===== config.mk =====
export PLATFORM = sky130hd
export DESIGN_NAME = act_window_limiter
export DESIGN_NICKNAME = d
export VERILOG_FILES = /design/src/rtl/awl_pkg.sv /design/src/rtl/awl_history.sv /design/src/rtl/awl_window_tap.sv /design/src/rtl/awl_bound.sv /design/src/rtl/act_window_limiter.sv
export SDC_FILE = /design/constraint.sdc
export NUM_CORES = 1
export LEC_CHECK = 0
export BUFFER_PORTS_ARGS = -buffer_cell sky130_fd_sc_hd__clkbuf_2
export CORE_ASPECT_RATIO = 0.8
export CORE_MARGIN = 2
export CORE_UTILIZATION = 35
export CTS_BUF_LIST = sky130_fd_sc_hd__clkbuf_4 sky130_fd_sc_hd__clkbuf_8 sky130_fd_sc_hd__clkbuf_16
export DETAILED_ROUTE_END_ITERATION = 7
export GPL_ROUTABILITY_DRIVEN = 0
export PLACE_DENSITY_LB_ADDON = 0.08
export SETUP_SLACK_MARGIN = 0.02
export SYNTH_ARGS = -nofsm -noshare
export SYNTH_HDL_FRONTEND = slang
export SYNTH_SLANG_ARGS = --single-unit

===== constraint.sdc =====
create_clock -name clk -period 20.7 [get_ports clk]
set_input_delay 4.14 -clock clk [delete_from_list [all_inputs] [get_ports clk]]
set_output_delay 4.14 -clock clk [all_outputs]
set_load 0.02 [all_outputs]

===== src/rtl/awl_pkg.sv =====
package awl_pkg;
   localparam int unsigned AWL_LIMIT_CAP = 8;

   function automatic int unsigned awl_idx_w(input int unsigned depth);
      return (depth > 1) ? $clog2(depth) : 1;
   endfunction
endpackage


===== src/rtl/awl_history.sv =====
module awl_history #(
   parameter int TS_W  = 32,
   parameter int DEPTH = 8
) (
   input  logic                        clk,
   input  logic                        rst,
   input  logic                        push,
   input  logic [TS_W-1:0]             din,
   output logic [DEPTH-1:0][TS_W-1:0]  slots
);
   // slot 0 is the newest entry, slot DEPTH-1 the oldest
   for (genvar i = 0; i < DEPTH; i++) begin : g_slot
      if (i == 0) begin : g_head
         always_ff @(posedge clk) begin
            if (rst)       slots[0] <= '0;
            else if (push) slots[0] <= din;
         end
      end else begin : g_body
         always_ff @(posedge clk) begin
            if (rst)       slots[i] <= '0;
            else if (push) slots[i] <= slots[i-1];
         end
      end
   end
endmodule


===== src/rtl/awl_window_tap.sv =====
module awl_window_tap #(
   parameter int TS_W  = 32,
   parameter int WIN_W = 16,
   parameter int DEPTH = 8,
   parameter int IW    = 3
) (
   input  logic [DEPTH-1:0][TS_W-1:0]  slots,
   input  logic [IW-1:0]               sel,
   input  logic                        use_newest,
   input  logic [TS_W-1:0]             newest,
   input  logic [WIN_W-1:0]            win,
   output logic [TS_W-1:0]             oldest,
   output logic                        hit
);
   logic [TS_W-1:0] picked;
   logic [TS_W-1:0] gap;

   always_comb begin
      picked = '0;
      for (int i = 0; i < DEPTH; i++) begin
         if (sel == IW'(i)) picked = slots[i];
      end
   end

   assign oldest = use_newest ? newest : picked;
   assign gap    = newest - oldest;
   assign hit    = (oldest != '0) && (gap < TS_W'(win));
endmodule


===== src/rtl/awl_bound.sv =====
module awl_bound #(
   parameter int TS_W = 32
) (
   input  logic            clk,
   input  logic            rst,
   input  logic            upd,
   input  logic [TS_W-1:0] cand,
   output logic [TS_W-1:0] bound
);
   always_ff @(posedge clk) begin
      if (rst)                        bound <= '0;
      else if (upd && (cand > bound)) bound <= cand;
   end
endmodule


===== src/rtl/act_window_limiter.sv =====
module act_window_limiter
   import awl_pkg::*;
#(
   parameter int TS_W  = 32,
   parameter int WIN_W = 16,
   parameter int MAX_X = 8,
   localparam int XW   = $clog2(MAX_X + 1)
) (
   input  logic              clk,
   input  logic              rst,
   input  logic              act_valid,
   input  logic [TS_W-1:0]   act_time,
   input  logic [TS_W-1:0]   now,
   input  logic [WIN_W-1:0]  cfg_win,
   input  logic [XW-1:0]     cfg_limit,
   output logic [TS_W-1:0]   next_act_bound,
   output logic              act_violation,
   output logic              act_ok
);
   localparam int IW = awl_idx_w(MAX_X);

   initial begin
      assert (MAX_X >= 1 && MAX_X <= int'(AWL_LIMIT_CAP))
         else $error("MAX_X out of range");
      assert (WIN_W >= 1 && WIN_W <= TS_W)
         else $error("WIN_W must fit in TS_W");
   end

   logic [XW-1:0]               x_eff;
   logic [MAX_X-1:0][TS_W-1:0]  slots;
   logic [IW-1:0]               pre_sel;
   logic [IW-1:0]               post_sel;
   logic                        post_newest;
   logic [TS_W-1:0]             pre_oldest;
   logic [TS_W-1:0]             post_oldest;
   logic                        pre_hit;
   logic                        post_hit;
   logic [TS_W-1:0]             bound_cand;

   // limit the configured count to 1..MAX_X
   always_comb begin
      if (cfg_limit == '0)                 x_eff = XW'(1);
      else if (cfg_limit > XW'(MAX_X))     x_eff = XW'(MAX_X);
      else                                 x_eff = cfg_limit;
   end

   assign pre_sel = IW'(x_eff - XW'(1));

   if (MAX_X == 1) begin : g_single
      assign post_newest = 1'b1;
      assign post_sel    = '0;
   end else begin : g_multi
      assign post_newest = (x_eff == XW'(1));
      assign post_sel    = IW'(x_eff - XW'(2));
   end

   awl_history #(.TS_W(TS_W), .DEPTH(MAX_X)) u_hist (
      .clk   (clk),
      .rst   (rst),
      .push  (act_valid),
      .din   (act_time),
      .slots (slots)
   );

   // check against the oldest entry before the shift
   awl_window_tap #(.TS_W(TS_W), .WIN_W(WIN_W), .DEPTH(MAX_X), .IW(IW)) u_pre (
      .slots      (slots),
      .sel        (pre_sel),
      .use_newest (1'b0),
      .newest     (act_time),
      .win        (cfg_win),
      .oldest     (pre_oldest),
      .hit        (pre_hit)
   );

   // oldest entry as it will be after the shift
   awl_window_tap #(.TS_W(TS_W), .WIN_W(WIN_W), .DEPTH(MAX_X), .IW(IW)) u_post (
      .slots      (slots),
      .sel        (post_sel),
      .use_newest (post_newest),
      .newest     (act_time),
      .win        (cfg_win),
      .oldest     (post_oldest),
      .hit        (post_hit)
   );

   assign bound_cand = post_oldest + TS_W'(cfg_win);

   awl_bound #(.TS_W(TS_W)) u_bound (
      .clk   (clk),
      .rst   (rst),
      .upd   (act_valid && post_hit),
      .cand  (bound_cand),
      .bound (next_act_bound)
   );

   always_ff @(posedge clk) begin
      if (rst)                       act_violation <= 1'b0;
      else if (act_valid && pre_hit) act_violation <= 1'b1;
   end

   assign act_ok = (now >= next_act_bound);

   logic unused_ok;
   assign unused_ok = ^pre_oldest;
endmodule


Word-level counts from Yosys, hierarchy flattened
Cells that the tools add are included.
- add/subtract/negate cells: 5
- magnitude comparators: 5
- mux-type cells: 19
- reductions and logical operators: 10
- eq/ne operators: 15
- operators with widths (operator ; number):
    2-to-1 mux 32 bit ; 17
    less-than comparator 32 x 16 -> 1 bit ; 2
    nonzero test 32 bit ; 2
    subtractor 32 bit ; 2
    adder 32 x 16 -> 32 bit ; 1
    >= comparator 32 bit ; 1
    > comparator 32 bit ; 1
    equality test 3 bit (second input constant) ; 8
    equality test 3 x 2 -> 1 bit (second input constant) ; 4
    2-to-1 mux 4 bit ; 2
    equality test 3 x 1 -> 1 bit (second input constant) ; 2
    zero test 3 bit ; 2
    logical AND 1 bit ; 5
    equality test 4 x 1 -> 1 bit (second input constant) ; 1
    > comparator 4 bit (second input constant) ; 1
    zero test 4 bit ; 1
    subtractor 3 x 1 -> 3 bit (second input constant) ; 1
    subtractor 3 x 2 -> 3 bit (second input constant) ; 1
- output and inout port bits: 34
- bits of input ports: 87
- word-level logic and storage cells: 64
- register bits: 289

Logic depth before layout (Yosys ltp)
Gate-level depths: netlist of the first run.
- depth in word-level cells: 19
- mapped depth: 34

Hierarchy
Synthesis of the first run repeated with hierarchy kept, for this count alone.
- cells, all modules: 2791
- area total of the unflattened synthesis: 23842.9 µm²
- by module, submodules not included (module ; sequential area each (µm²) ; instances ; cells an instance ; area each (µm²)):
    awl_history ; 5124.9 ; 1 ; 825 ; 9322.7
    awl_window_tap (u_post) ; 0.0 ; 1 ; 793 ; 5502.8
    awl_window_tap (u_pre) ; 0.0 ; 1 ; 652 ; 4705.8
    awl_bound ; 640.6 ; 1 ; 257 ; 2294.7
    act_window_limiter ; 20.0 ; 1 ; 264 ; 2016.9

Least setup slack after synthesis of the first run
No wires, ideal clock.
- kind: input -> register
- start: input cfg_limit[0]
- end: register act_violation
- arrival time: 10230 ps
- required time: 20624 ps
- stages: 33
- path slack: 10395 ps
- library setup time: 76 ps
- path through: buf_4 > buf_4 > buf_2 > buf_2 > buf_2 > buf_2 > buf_2 > mux2_2 > a21oi_1 > o21ai_0 > mux2_2 > inv_1 > ha_1 > nor2b_1 > o31a_1 > o21bai_1 > o21bai_1 > a21oi_1 > o21bai_1 > a21oi_1 > o21bai_1 > a21oi_1 > xnor2_1 > ha_1 > a21o_1 > a21o_1 > a2111oi_0 > o2111a_1 > nand4_1 > or4_1 > nor4_1 > nand4_1 > o21ai_0
- cells in the longest elaborated chain, start to end: 17
- ends and longest elaborated chain (item ; RTL line ; source):
    start, declared ; act_window_limiter.sv:15 ; input logic [XW-1:0] cfg_limit,
    > comparator 4 bit ; act_window_limiter.sv:43 ; else if (cfg_limit > XW'(MAX_X)) x_eff = XW'(MAX_X);
    2-to-1 mux 4 bit ; act_window_limiter.sv:43 ;
    2-to-1 mux 4 bit * ; act_window_limiter.sv:42 ; if (cfg_limit == '0) x_eff = XW'(1);
    subtractor 3 x 1 -> 3 bit * ; act_window_limiter.sv:47 ; assign pre_sel = IW'(x_eff - XW'(1));
    zero test 3 bit ; awl_window_tap.sv:21 ; if (sel == IW'(i)) picked = slots[i];
    2-to-1 mux 32 bit (7 in a row) ; awl_window_tap.sv:21 ;
    2-to-1 mux 32 bit * ; awl_window_tap.sv:21 ;
    subtractor 32 bit ; awl_window_tap.sv:26 ; assign gap = newest - oldest;
    less-than comparator 32 x 16 -> 1 bit ; awl_window_tap.sv:27 ; assign hit = (oldest != '0) && (gap < TS_W'(win));
    logical AND 1 bit * ; awl_window_tap.sv:27 ;
    logical AND 1 bit * ; act_window_limiter.sv:99 ; else if (act_valid && pre_hit) act_violation <= 1'b1;
    end signal, assigned ; act_window_limiter.sv:98 ; if (rst) act_violation <= 1'b0;
    end signal, assigned ; act_window_limiter.sv:99 ;
    end, declared ; act_window_limiter.sv:17 ; output logic act_violation,
Mark *: on every way between the ends. The rest lies on a longest branch, timed or not.
A chain may end at the register's enable or synchronous reset.

Final worst setup path of the first run
- start: input cfg_limit[0]
- end: register u_bound.bound[22]
- cells in the longest elaborated chain, start to end: 19
- ends and longest elaborated chain (item ; RTL line ; source):
    > comparator 4 bit ; act_window_limiter.sv:43 ;
    2-to-1 mux 4 bit ; act_window_limiter.sv:43 ;
    2-to-1 mux 4 bit * ; act_window_limiter.sv:42 ;
    subtractor 3 x 2 -> 3 bit ; act_window_limiter.sv:54 ; assign post_sel = IW'(x_eff - XW'(2));
    zero test 3 bit ; awl_window_tap.sv:21 ;
    2-to-1 mux 32 bit (8 in a row) ; awl_window_tap.sv:21 ;
    2-to-1 mux 32 bit * ; awl_window_tap.sv:25 ; assign oldest = use_newest ? newest : picked;
    subtractor 32 bit ; awl_window_tap.sv:26 ;
    less-than comparator 32 x 16 -> 1 bit ; awl_window_tap.sv:27 ;
    logical AND 1 bit ; awl_window_tap.sv:27 ;
    logical AND 1 bit ; act_window_limiter.sv:92 ; .upd (act_valid && post_hit),
    logical AND 1 bit ; awl_bound.sv:12 ; else if (upd && (cand > bound)) bound <= cand;
    end signal, assigned ; awl_bound.sv:12 ;
    end, declared ; awl_bound.sv:8 ; output logic [TS_W-1:0] bound
Marks and branches as above.

==> results of run 1 <==
## sequential cells by signal, indices dropped and copies added (netlist names)
signal / count
act_violation: 1
u_hist.slots: 256
u_bound.bound: 32
## through the flow
step	worst slack (ns)	instance area, um2
floorplan	10.39	21990
global placement	7.957	23280
detailed placement	7.844	23280
CTS	8.424	24630
global route	7.703	24630
finish	8.122	24630
## layout make-up
type | count | area share, %
Inverter | 116 | 1.768
Clock buffer | 53 | 4.618
Antenna cell | 1 | 0.01016
Sequential cell | 289 | 23.49
Multi-Input combinational cell | 2096 | 61.22
Tap cell | 840 | 4.267
Clock inverter | 15 | 0.8535
Timing Repair Buffer | 156 | 3.770
## cell families (layout without fill, tap and decap cells)
kind of cell / after synthesis / in the layout / share of synthesized area [%]
compound gates: 706 / 706 / 22.16
xor+xnor: 53 / 53 / 2.110
fa+ha+maj: 175 / 175 / 10.06
buf+inv: 279 / 340 / 5.222
flops: 289 / 289 / 26.30
mux: 375 / 375 / 17.64
other cells: 0 / 1 / 0
simple gates: 787 / 787 / 16.51
## final timing paths
check / to / slack [ns]
worst max-delay path: u_bound.bound[22]$_SDFFE_PP0P_ / 8.12
worst min-delay path: u_bound.bound[24]$_SDFFE_PP0P_ / 0.47
worst max register to register: u_bound.bound[22]$_SDFFE_PP0P_ / 12.80
worst min register to register: u_bound.bound[24]$_SDFFE_PP0P_ / 0.47
## critical path, delay by kind of cell
family / cells / cell delay (ns)
AO/OA/AOI/OAI: 11 / 3.93
XOR/XNOR: 1 / 0.14
adder cells (fa/ha/maj): 2 / 0.74
buffers and inverters: 3 / 1.32
multiplexers: 1 / 0.27
AND/OR/NAND/NOR: 10 / 2.36
## synth_stat cells, drive strengths merged, types with 37 or more instances
cell	number	share of area, %
mux2i	346	16
a211oi	37	1.3
ha	172	9.8
nor2	388	6.7
a21oi	162	3.7
o21ai	133	3.0
clkbuf	88	1.5
nor3	45	1.0
a21o	53	1.8
buf	75	1.7
nand2b	38	1.1
inv	114	1.9
dfxtp	289	26
nand2	132	2.3
## per-layer routing
layer / up-vias / global-route usage [%]
met2: 623 / 34.21
met4: 0 / 9.112
met1: 9933 / 36.92
li1: 9878 / -
met5: - / 0
met3: 121 / 4.500
## report_power, final
group | total (mW) | switching (mW) | leakage (nW) | internal, mW
clock network | 0.716 | 0.281 | 0.667 | 0.435
logic | 0.412 | 0.263 | 7.64 | 0.149
registers | 0.573 | 0.00885 | 2.34 | 0.564
==> impl_metrics.json, run 1 <==
{
  "cts_setup_buffers": 0,
  "power.density_mw_per_mm2": 69.06,
  "viasPerCell": 5.764,
  "ys_seq_area_share_pct": 26.30,
  "track_usage_pct": 24.55,
  "worst-slew-pin-transition_ns": 1.480,
  "vias": 20555,
  "cp-startpoint": "cfg_limit[0]",
  "die_area_mm2": 0.06488,
  "syn2layout_area_growth_pct": 11.97,
  "period_minus_slack_ns": 12.58,
  "start_util_pct": 35.26,
  "drive_gt1_share_pct": 10.79,
  "drt_iter0_drc": 1836,
  "drtAntennaViolNets": 0,
  "required_ns": 21.20,
  "setup_tns_ns": 0,
  "grt_max_degree": 135,
  "final_common_cell": "nor2_1",
  "max_cap_viol_count": 1,
  "violations": "max-capacitance violations",
  "yosys_warnings": 0,
  "rr_startpoint": "u_hist.slots[134]$_SDFFE_PP0P_",
  "hold_ws_ns": 0.4740,
  "fin_cells": 3566,
  "drt-total-wl_mm": 81.58,
  "power.total_mw": 1.701,
  "synth_nets": 2926,
  "hold_violations": 0,
  "critPathKind": "in -> reg",
  "final_util_pct": 39.48,
  "avgSynthCellArea_um2": 8.256,
  "crit_arrival_ns": 13.08,
  "critPathLaunchType": "input port",
  "ios": 121,
  "wl_met3_mm": 5.326,
  "grt-ovfl-total": 0,
  "cp-end-kind": "flop",
  "vdd_ir_drop_max_uv": 50.29,
  "finalCritPeriodShare_pct": 60.76,
  "core_mm2": 0.06238,
  "cp_max_fo": 108,
  "clkSlewWorstSetupHoldPaths_ns": 0.06,
  "dp.cells": 3497,
  "clock-sinks": 289,
  "synth_top_flop_cell": "dfxtp_1",
  "firstDrtPassIters": 6,
  "clock.fmax_mhz": 79.50,
  "highest_layer": "met4",
  "multiInputGateArea_mm2": 0.01508,
  "grt_pass1_wl_mm": 123.6,
  "rr_worst_depth": 26,
  "dr_wl_met2_mm": 32.23,
  "skew_ns": 0.01138,
  "fin_nets": 2959,
  "die_x_um": 284.3,
  "setup_viol": 0,
  "antenna_found_initial": 1,
  "drv_slew": 0,
  "wl_met1_mm": 40.95,
  "die_h_um": 228.2,
  "fp-row-count": 82,
  "place_hpwl_mm": 60.09,
  "regArea_mm2": 0.005786,
  "synth-edff-count": 0,
  "slowest_stage": "a211oi_1",
  "clkLatencyLatePin_ns": 0.57,
  "rsz0062_at_grt": "false",
  "holdPathStages": 2,
  "synthArstFlopShare_pct": 0,
  "hp-start": "u_bound.bound[24]$_SDFFE_PP0P_",
  "cts.path.max_buffers": 3,
  "nFillCells": 6471,
  "slowest_delay_ns": 1.21,
  "critPathMostFrequentCell": "a21oi_1",
  "leakage_nw": 10.65,
  "cts_made_buffers": 38,
  "port_buffers": 120,
  "htreeDepth": 2,
  "outcome": "finished, violations left",
  "syn_area_mm2": 0.02199,
  "syn_inst": 2664,
  "avgRoutedWirePerCell_um": 22.88,
  "final_cell_mix": "387 x nor2_1, 345 x mux2i_1, 289 x dfxtp_1",
  "cts_root_buf": "clkbuf_16",
  "worstHoldPathType": "reg -> reg",
  "grt_pass1_vias": 19413,
  "ys_ff_latch": 289,
  "cts_resized": 0,
  "cts_tree": "done",
  "drc": 0,
  "cts_hold_buf": 0,
  "max_slew_margin_pct": 0.7670,
  "ys_types": 90
}
(Power assumes the default switching activity.)
==> run 2: changes to the inputs <==
--- a/config.mk
+++ b/config.mk
@@ -5,6 +5,7 @@
 export SDC_FILE = /design/constraint.sdc
 export NUM_CORES = 1
 export LEC_CHECK = 0
+export ABC_AREA = 1
 export BUFFER_PORTS_ARGS = -buffer_cell sky130_fd_sc_hd__clkbuf_2
 export CORE_ASPECT_RATIO = 0.8
 export CORE_MARGIN = 2
==> constraint.sdc (replaced) <==
create_clock -name clk -period 11.43 [get_ports clk]
set_input_delay 2.286 -clock clk [delete_from_list [all_inputs] [get_ports clk]]
set_output_delay 2.286 -clock clk [all_outputs]
set_load 0.02 [all_outputs]
==> run 2 against run 1 <==
The run now ends clean. First-iteration DRC count down 2.5%. Sequential share of layout area up 0.51 points. Routed wire length down 5.9%. Sequential cell count unchanged. Die area down 1.1%. Worst hold slack worse by 0.019 ns. Critical path depth up 16. Total power up 88%. Combinational power up 130%. Final area down 2.1%. Largest power group unchanged.
==> impl_metrics.json, run 2 <==
{
  "max_cap_viol_count": 0,
  "cts_resized": 0,
  "drc": 0,
  "yosys_warnings": 0,
  "antenna_found_initial": 0,
  "syn_area_mm2": 0.02174,
  "final_common_cell": "nand2_1",
  "ios": 121,
  "synth.area.top_cells": "dfxtp_1 27%, nand2_1 14%, nor2_1 10%",
  "synth_nets": 3798,
  "synth-edff-count": 0,
  "die_h_um": 226.9,
  "drv_slew": 0,
  "place_hpwl_mm": 55.72,
  "worstHoldPathType": "reg -> reg",
  "cts_root_buf": "clkbuf_16",
  "critPathLaunchType": "input port",
  "final_area_mm2": 0.02411,
  "cts.path.max_buffers": 3,
  "top_register": "u_hist.slots",
  "clock.fmax_mhz": 112.4,
  "crit_arrival_ns": 9.32,
  "cts_made_buffers": 35,
  "worst-slew-pin-transition_ns": 1.103,
  "drtAntennaViolNets": 0,
  "clock-sinks": 289,
  "clkLatencyLatePin_ns": 0.56,
  "drive_gt1_share_pct": 8.101,
  "post_dp_cell_area_mm2": 0.02292,
  "skew_ns": 0.02579,
  "required_ns": 11.86,
  "largest_reg_flops": 256,
  "yosys.area.top_type_share_pct": 26.61,
  "drt-total-wl_mm": 76.76,
  "setup_viol": 0,
  "final_util_pct": 39.31,
  "largest_registers": "u_hist.slots x256, u_bound.bound x32, act_violation x1",
  "firstDrtPassIters": 6,
  "vdd_ir_drop_max_uv": 83.40,
  "outcome": "finished clean",
  "cts_setup_buffers": 0,
  "die_x_um": 282.7,
  "worst_slack_ns": 2.534,
  "synthArstFlopShare_pct": 0,
  "htreeDepth": 2,
  "final_cell_mix": "818 x nand2_1, 591 x nor2_1, 338 x o21ai_0",
  "post-place-ws_ns": 2.058,
  "core_mm2": 0.06132,
  "slowest_delay_ns": 0.67,
  "clkSlewWorstSetupHoldPaths_ns": 0.06,
  "drt_iter0_drc": 1790,
  "syn_inst": 3536,
  "track_usage_pct": 23.79,
  "ys_types": 48,
  "ys_seq_area_share_pct": 26.61,
  "die_area_mm2": 0.06414,
  "cts_tree": "done",
  "synthTopCellsByCount": "818 x nand2_1, 592 x nor2_1, 338 x o21ai_0",
  "fin_nets": 3818,
  "vias": 22751,
  "viasPerCell": 5.158,
  "synth_top_area_cell": "dfxtp_1",
  "slowest_stage": "inv_2",
  "cts_hold_buf": 0,
  "avgSynthCellArea_um2": 6.149,
  "cp_max_fo": 34,
  "synth.most_common_cell": "nand2_1",
  "hold_ws_ns": 0.4546,
  "cp-end-kind": "flop",
  "start_util_pct": 35.46,
  "syn2layout_area_growth_pct": 10.87,
  "critPathKind": "in -> reg",
  "hold_violations": 0,
  "power.density_mw_per_mm2": 132.9,
  "grt-ovfl-total": 0,
  "grt_max_degree": 114,
  "period_minus_slack_ns": 8.896,
  "leakage_nw": 11.11,
  "grt_pass1_wl_mm": 120.9,
  "grt_pass1_vias": 21329,
  "ys_ff_latch": 289,
  "fp-row-count": 81,
  "synth_top_flop_cell": "dfxtp_1",
  "port_buffers": 120,
  "avgRoutedWirePerCell_um": 17.40,
  "max_slew_margin_pct": 26.48,
  "finalCritPeriodShare_pct": 77.83,
  "critPathMostFrequentCell": "nand2_1",
  "setup_tns_ns": 0,
  "rsz0062_at_grt": "false"
}
## run 2: cell types whose count changed after synthesis, sizes merged, moves of 25 or more
| cell | change |
|---|---|
| or2 | +47 |
| a21oi | +122 |
| a21o | -44 |
| o21ai | +213 |
| nand2 | +690 |
| nor3 | -26 |
| nand4 | +25 |
| buf | -26 |
| inv | +228 |
| a211oi | -34 |
| nor2 | +216 |
| nand2b | -37 |
| nand3 | +163 |
| mux2i | -346 |
## run 2: kinds of logic after synthesis
kind of cell    count (synthesis)  share of synthesized area [%]
xor+xnor                       61                          2.457
flops                         289                          26.61
buf+inv                       505                          9.029
fa+ha+maj                     175                          10.17
simple gates                 1791                          34.42
compound gates                715                          17.31
## run 2: area by class of cell
cell class | instances | area [um2]
well taps | 830 | 1039
clock buffers | 49 | 1055
inverters | 344 | 1301
flip-flops and latches | 289 | 5786
repair buffers | 144 | 787.0
fillers | 6673 | 37210
diodes | 1 | 2.502
clock inverters | 12 | 130.1
multi-input cells | 2742 | 14010
## run 2: stage by stage
step	power, mW	cells
global route	3.414	4410
detailed placement	2.052	4349
finish	3.203	4411
CTS	3.225	4410
global placement	2.043	4349
floorplan	1.783	3536
## run 2: where the power goes
part           internal, mW  switching [mW]
combinational         0.312           0.616
clock                 0.690           0.468
sequential             1.07          0.0509
total                  2.07            1.14
## run 2: worst max-delay path: cells and delay by family
kind            cells  cell delay [ns]
simple gates       35             4.83
buf+inv             6             1.52
compound gates      1             0.09
fa+ha+maj           2             0.50
## run 2: path summary, 6_finish.rpt
check,startpoint,to,slack (ns),cells after the start
max,cfg_limit[2],u_bound.bound[2]$_SDFFE_PP0P_,2.53,44
min,act_violation$_SDFFE_PP0P_,act_violation$_SDFFE_PP0P_,0.45,2
max reg2reg,u_hist.slots[66]$_SDFFE_PP0P_,u_bound.bound[2]$_SDFFE_PP0P_,5.45,39
min reg2reg,act_violation$_SDFFE_PP0P_,act_violation$_SDFFE_PP0P_,0.45,2
## run 2: metal layers
layer | GRT usage [%] | up-vias | wire, um
li1 | - | 11589 | -
met1 | 34.40 | 10534 | 38260
met2 | 37.72 | 554 | 33520
met3 | 2.834 | 74 | 3688
met4 | 5.189 | 0 | 1293
met5 | 0 | - | 0
==> run 3: changes to the inputs <==
--- a/config.mk
+++ b/config.mk
@@ -5,7 +5,7 @@
 export SDC_FILE = /design/constraint.sdc
 export NUM_CORES = 1
 export LEC_CHECK = 0
-export ABC_AREA = 1
+export ABC_AREA = 0
 export BUFFER_PORTS_ARGS = -buffer_cell sky130_fd_sc_hd__clkbuf_2
 export CORE_ASPECT_RATIO = 0.8
 export CORE_MARGIN = 2
==> constraint.sdc (replaced) <==
create_clock -name clk -period 9.1 [get_ports clk]
set_input_delay 1.82 -clock clk [delete_from_list [all_inputs] [get_ports clk]]
set_output_delay 1.82 -clock clk [all_outputs]
set_load 0.02 [all_outputs]
==> run 3 against run 2 <==
Cell count shrank 19%. Global-route usage grew 0.94 points. Clock skew shrank 0.0023 ns. Register-to-register slack lost 3.2 ns. Worst hold slack gained 0.021 ns. Routed wire length grew 7.0%. Sequential cell count is the same. Sequential share of layout area shrank 0.53 points. Core utilization grew 0.20 points. Sequential power grew 16%. First-iteration DRC count shrank 3.7%. Clock-buffer cell count is the same.
==> impl_metrics.json, run 3 (synthesis gave the netlist of run 1 again) <==
{
  "fin_nets": 2992,
  "cp-end-kind": "flop",
  "slowest_stage": "nor4b_1",
  "critPathTopFamily": "compound AO/OA/AOI/OAI gates",
  "max_slew_margin_pct": 7.846,
  "power.total_mw": 3.641,
  "setup_tns_ns": 0,
  "cts_setup_buffers": 0,
  "cts_tree": "done",
  "cts.path.max_buffers": 3,
  "rr_worst_depth": 28,
  "vdd_ir_drop_max_uv": 116.8,
  "largest_registers": "u_hist.slots x256, u_bound.bound x32, act_violation x1",
  "clkSlewWorstSetupHoldPaths_ns": 0.06,
  "rr_startpoint": "u_hist.slots[136]$_SDFFE_PP0P_",
  "grt_max_degree": 189,
  "ios": 121,
  "start_util_pct": 35.26,
  "hold_violations": 0,
  "leakage_nw": 10.71,
  "critPathBufInv": 4,
  "top_register": "u_hist.slots",
  "worstHoldPathType": "reg -> reg",
  "final_common_cell": "nor2_1",
  "finalCritPeriodShare_pct": 92.77,
  "slowest_delay_ns": 0.80,
  "grt_pass1_vias": 19739,
  "required_ns": 9.59,
  "dp.cells": 3533,
  "core_mm2": 0.06238,
  "max_cap_viol_count": 0,
  "cts_resized": 0,
  "drt-total-wl_mm": 82.15,
  "cp-startpoint": "cfg_limit[1]",
  "fp-row-count": 82,
  "drc": 0,
  "cp_max_fo": 43,
  "outcome": "finished clean",
  "fin_cells": 3589,
  "avgRoutedWirePerCell_um": 22.89,
  "critPathLaunchType": "input port",
  "clock-sinks": 289,
  "viasPerCell": 5.774,
  "die_x_um": 284.3,
  "track_usage_pct": 24.73,
  "period_minus_slack_ns": 8.442,
  "post_dp_cell_area_mm2": 0.02355,
  "drv_slew": 0,
  "largest_reg_flops": 256,
  "htreeDepth": 2,
  "hp-start": "u_bound.bound[24]$_SDFFE_PP0P_",
  "clkLatencyLatePin_ns": 0.56,
  "antenna_found_initial": 4,
  "drt_iter0_drc": 1724,
  "final_area_mm2": 0.02465,
  "rsz0062_at_grt": "false",
  "syn2layout_area_growth_pct": 12.05,
  "cts_root_buf": "clkbuf_16",
  "drive_gt1_share_pct": 11.50,
  "worst-slew-pin-transition_ns": 1.373,
  "clock.fmax_mhz": 118.5,
  "cts_hold_buf": 0,
  "port_buffers": 120,
  "worstHoldEndpoint": "u_bound.bound[24]$_SDFFE_PP0P_",
  "critPathKind": "in -> reg",
  "drtAntennaViolNets": 0,
  "vias": 20722,
  "grt_pass1_wl_mm": 124.0,
  "reg2reg_setup_slack_ns": 2.24,
  "die_h_um": 228.2,
  "power.density_mw_per_mm2": 147.7,
  "final_cell_mix": "387 x nor2_1, 345 x mux2i_1, 289 x dfxtp_1",
  "setup_viol": 0,
  "holdPathStages": 2,
  "cts_made_buffers": 35,
  "grt-ovfl-total": 0,
  "place_hpwl_mm": 62.05,
  "die_area_mm2": 0.06488,
  "firstDrtPassIters": 5,
  "crit_arrival_ns": 8.93,
  "skew_ns": 0.02351,
  "worstReg2RegEnd": "u_bound.bound[20]$_SDFFE_PP0P_"
}
[run 3: cell types whose count changed in the layout (fill, tap and decap cells not counted), sizes merged, moves of 47 or more]
cell	previous run	this run
a21oi	284	162
buf	25	77
inv	344	115
mux2i	0	346
nand2	822	132
nand3	196	33
nor2	604	388
o21ai	346	133
or2	54	7
[run 3: where the power goes]
group,leakage (nW),total [mW],internal [mW],switching [mW]
clock network,0.551,1.39,0.809,0.581
logic,7.82,0.948,0.351,0.597
registers,2.34,1.30,1.28,0.0197
total,10.7,3.64,2.44,1.20
[run 3: worst max path at each step]
stage	end	slack (ns)	cells past startpoint
final	u_bound.bound[20]$_SDFFE_PP0P_	0.66	27
after global routing	u_bound.bound[20]$_SDFFE_PP0P_	0.14	29
after CTS	u_bound.bound[20]$_SDFFE_PP0P_	0.78	29
after detailed placement	u_bound.bound[20]$_SDFFE_PP0P_	0.23	29
after global placement	act_violation$_SDFFE_PP0P_	0.35	29
after floorplan	act_violation$_SDFFE_PP0P_	1.11	33
[run 3: layer usage]
metal  part of all wire [%]  vias up  GRT usage, %
li1                       -     9932             -
met1                     49    10024         36.36
met2                     41      633         36.06
met3                    6.7      133         4.550
met4                    3.2        0         7.977
met5                      0        -             0
[run 3: tightest hold or removal path, cell delays in order, from the launching register on]
cell and delay, ns:
dfxtp_1 0.32, nand2_1 0.05, mux2i_1 0.05
[run 3: layout make-up]
| cell class | instances | area (um2) |
|---|---|---|
| Clock buffer | 49 | 1023 |
| Fill cell | 6466 | 37730 |
| Multi-Input combinational cell | 2096 | 15070 |
| Sequential cell | 289 | 5786 |
| Inverter | 116 | 435.4 |
| Timing Repair Buffer | 192 | 1211 |
| Antenna cell | 1 | 2.502 |
| Tap cell | 840 | 1051 |
| Clock inverter | 6 | 70.07 |
[run 3: per-stage QoR]
step	hold slack [ns]	util [%]	setup WS, ns
global placement	0.4672	37.75	0.3514
detailed placement	0.4572	37.75	0.2310
CTS	0.4782	39.51	0.7802
finish	0.4756	39.51	0.6580
floorplan	0.4511	-	1.115
global route	0.5046	39.51	0.1372
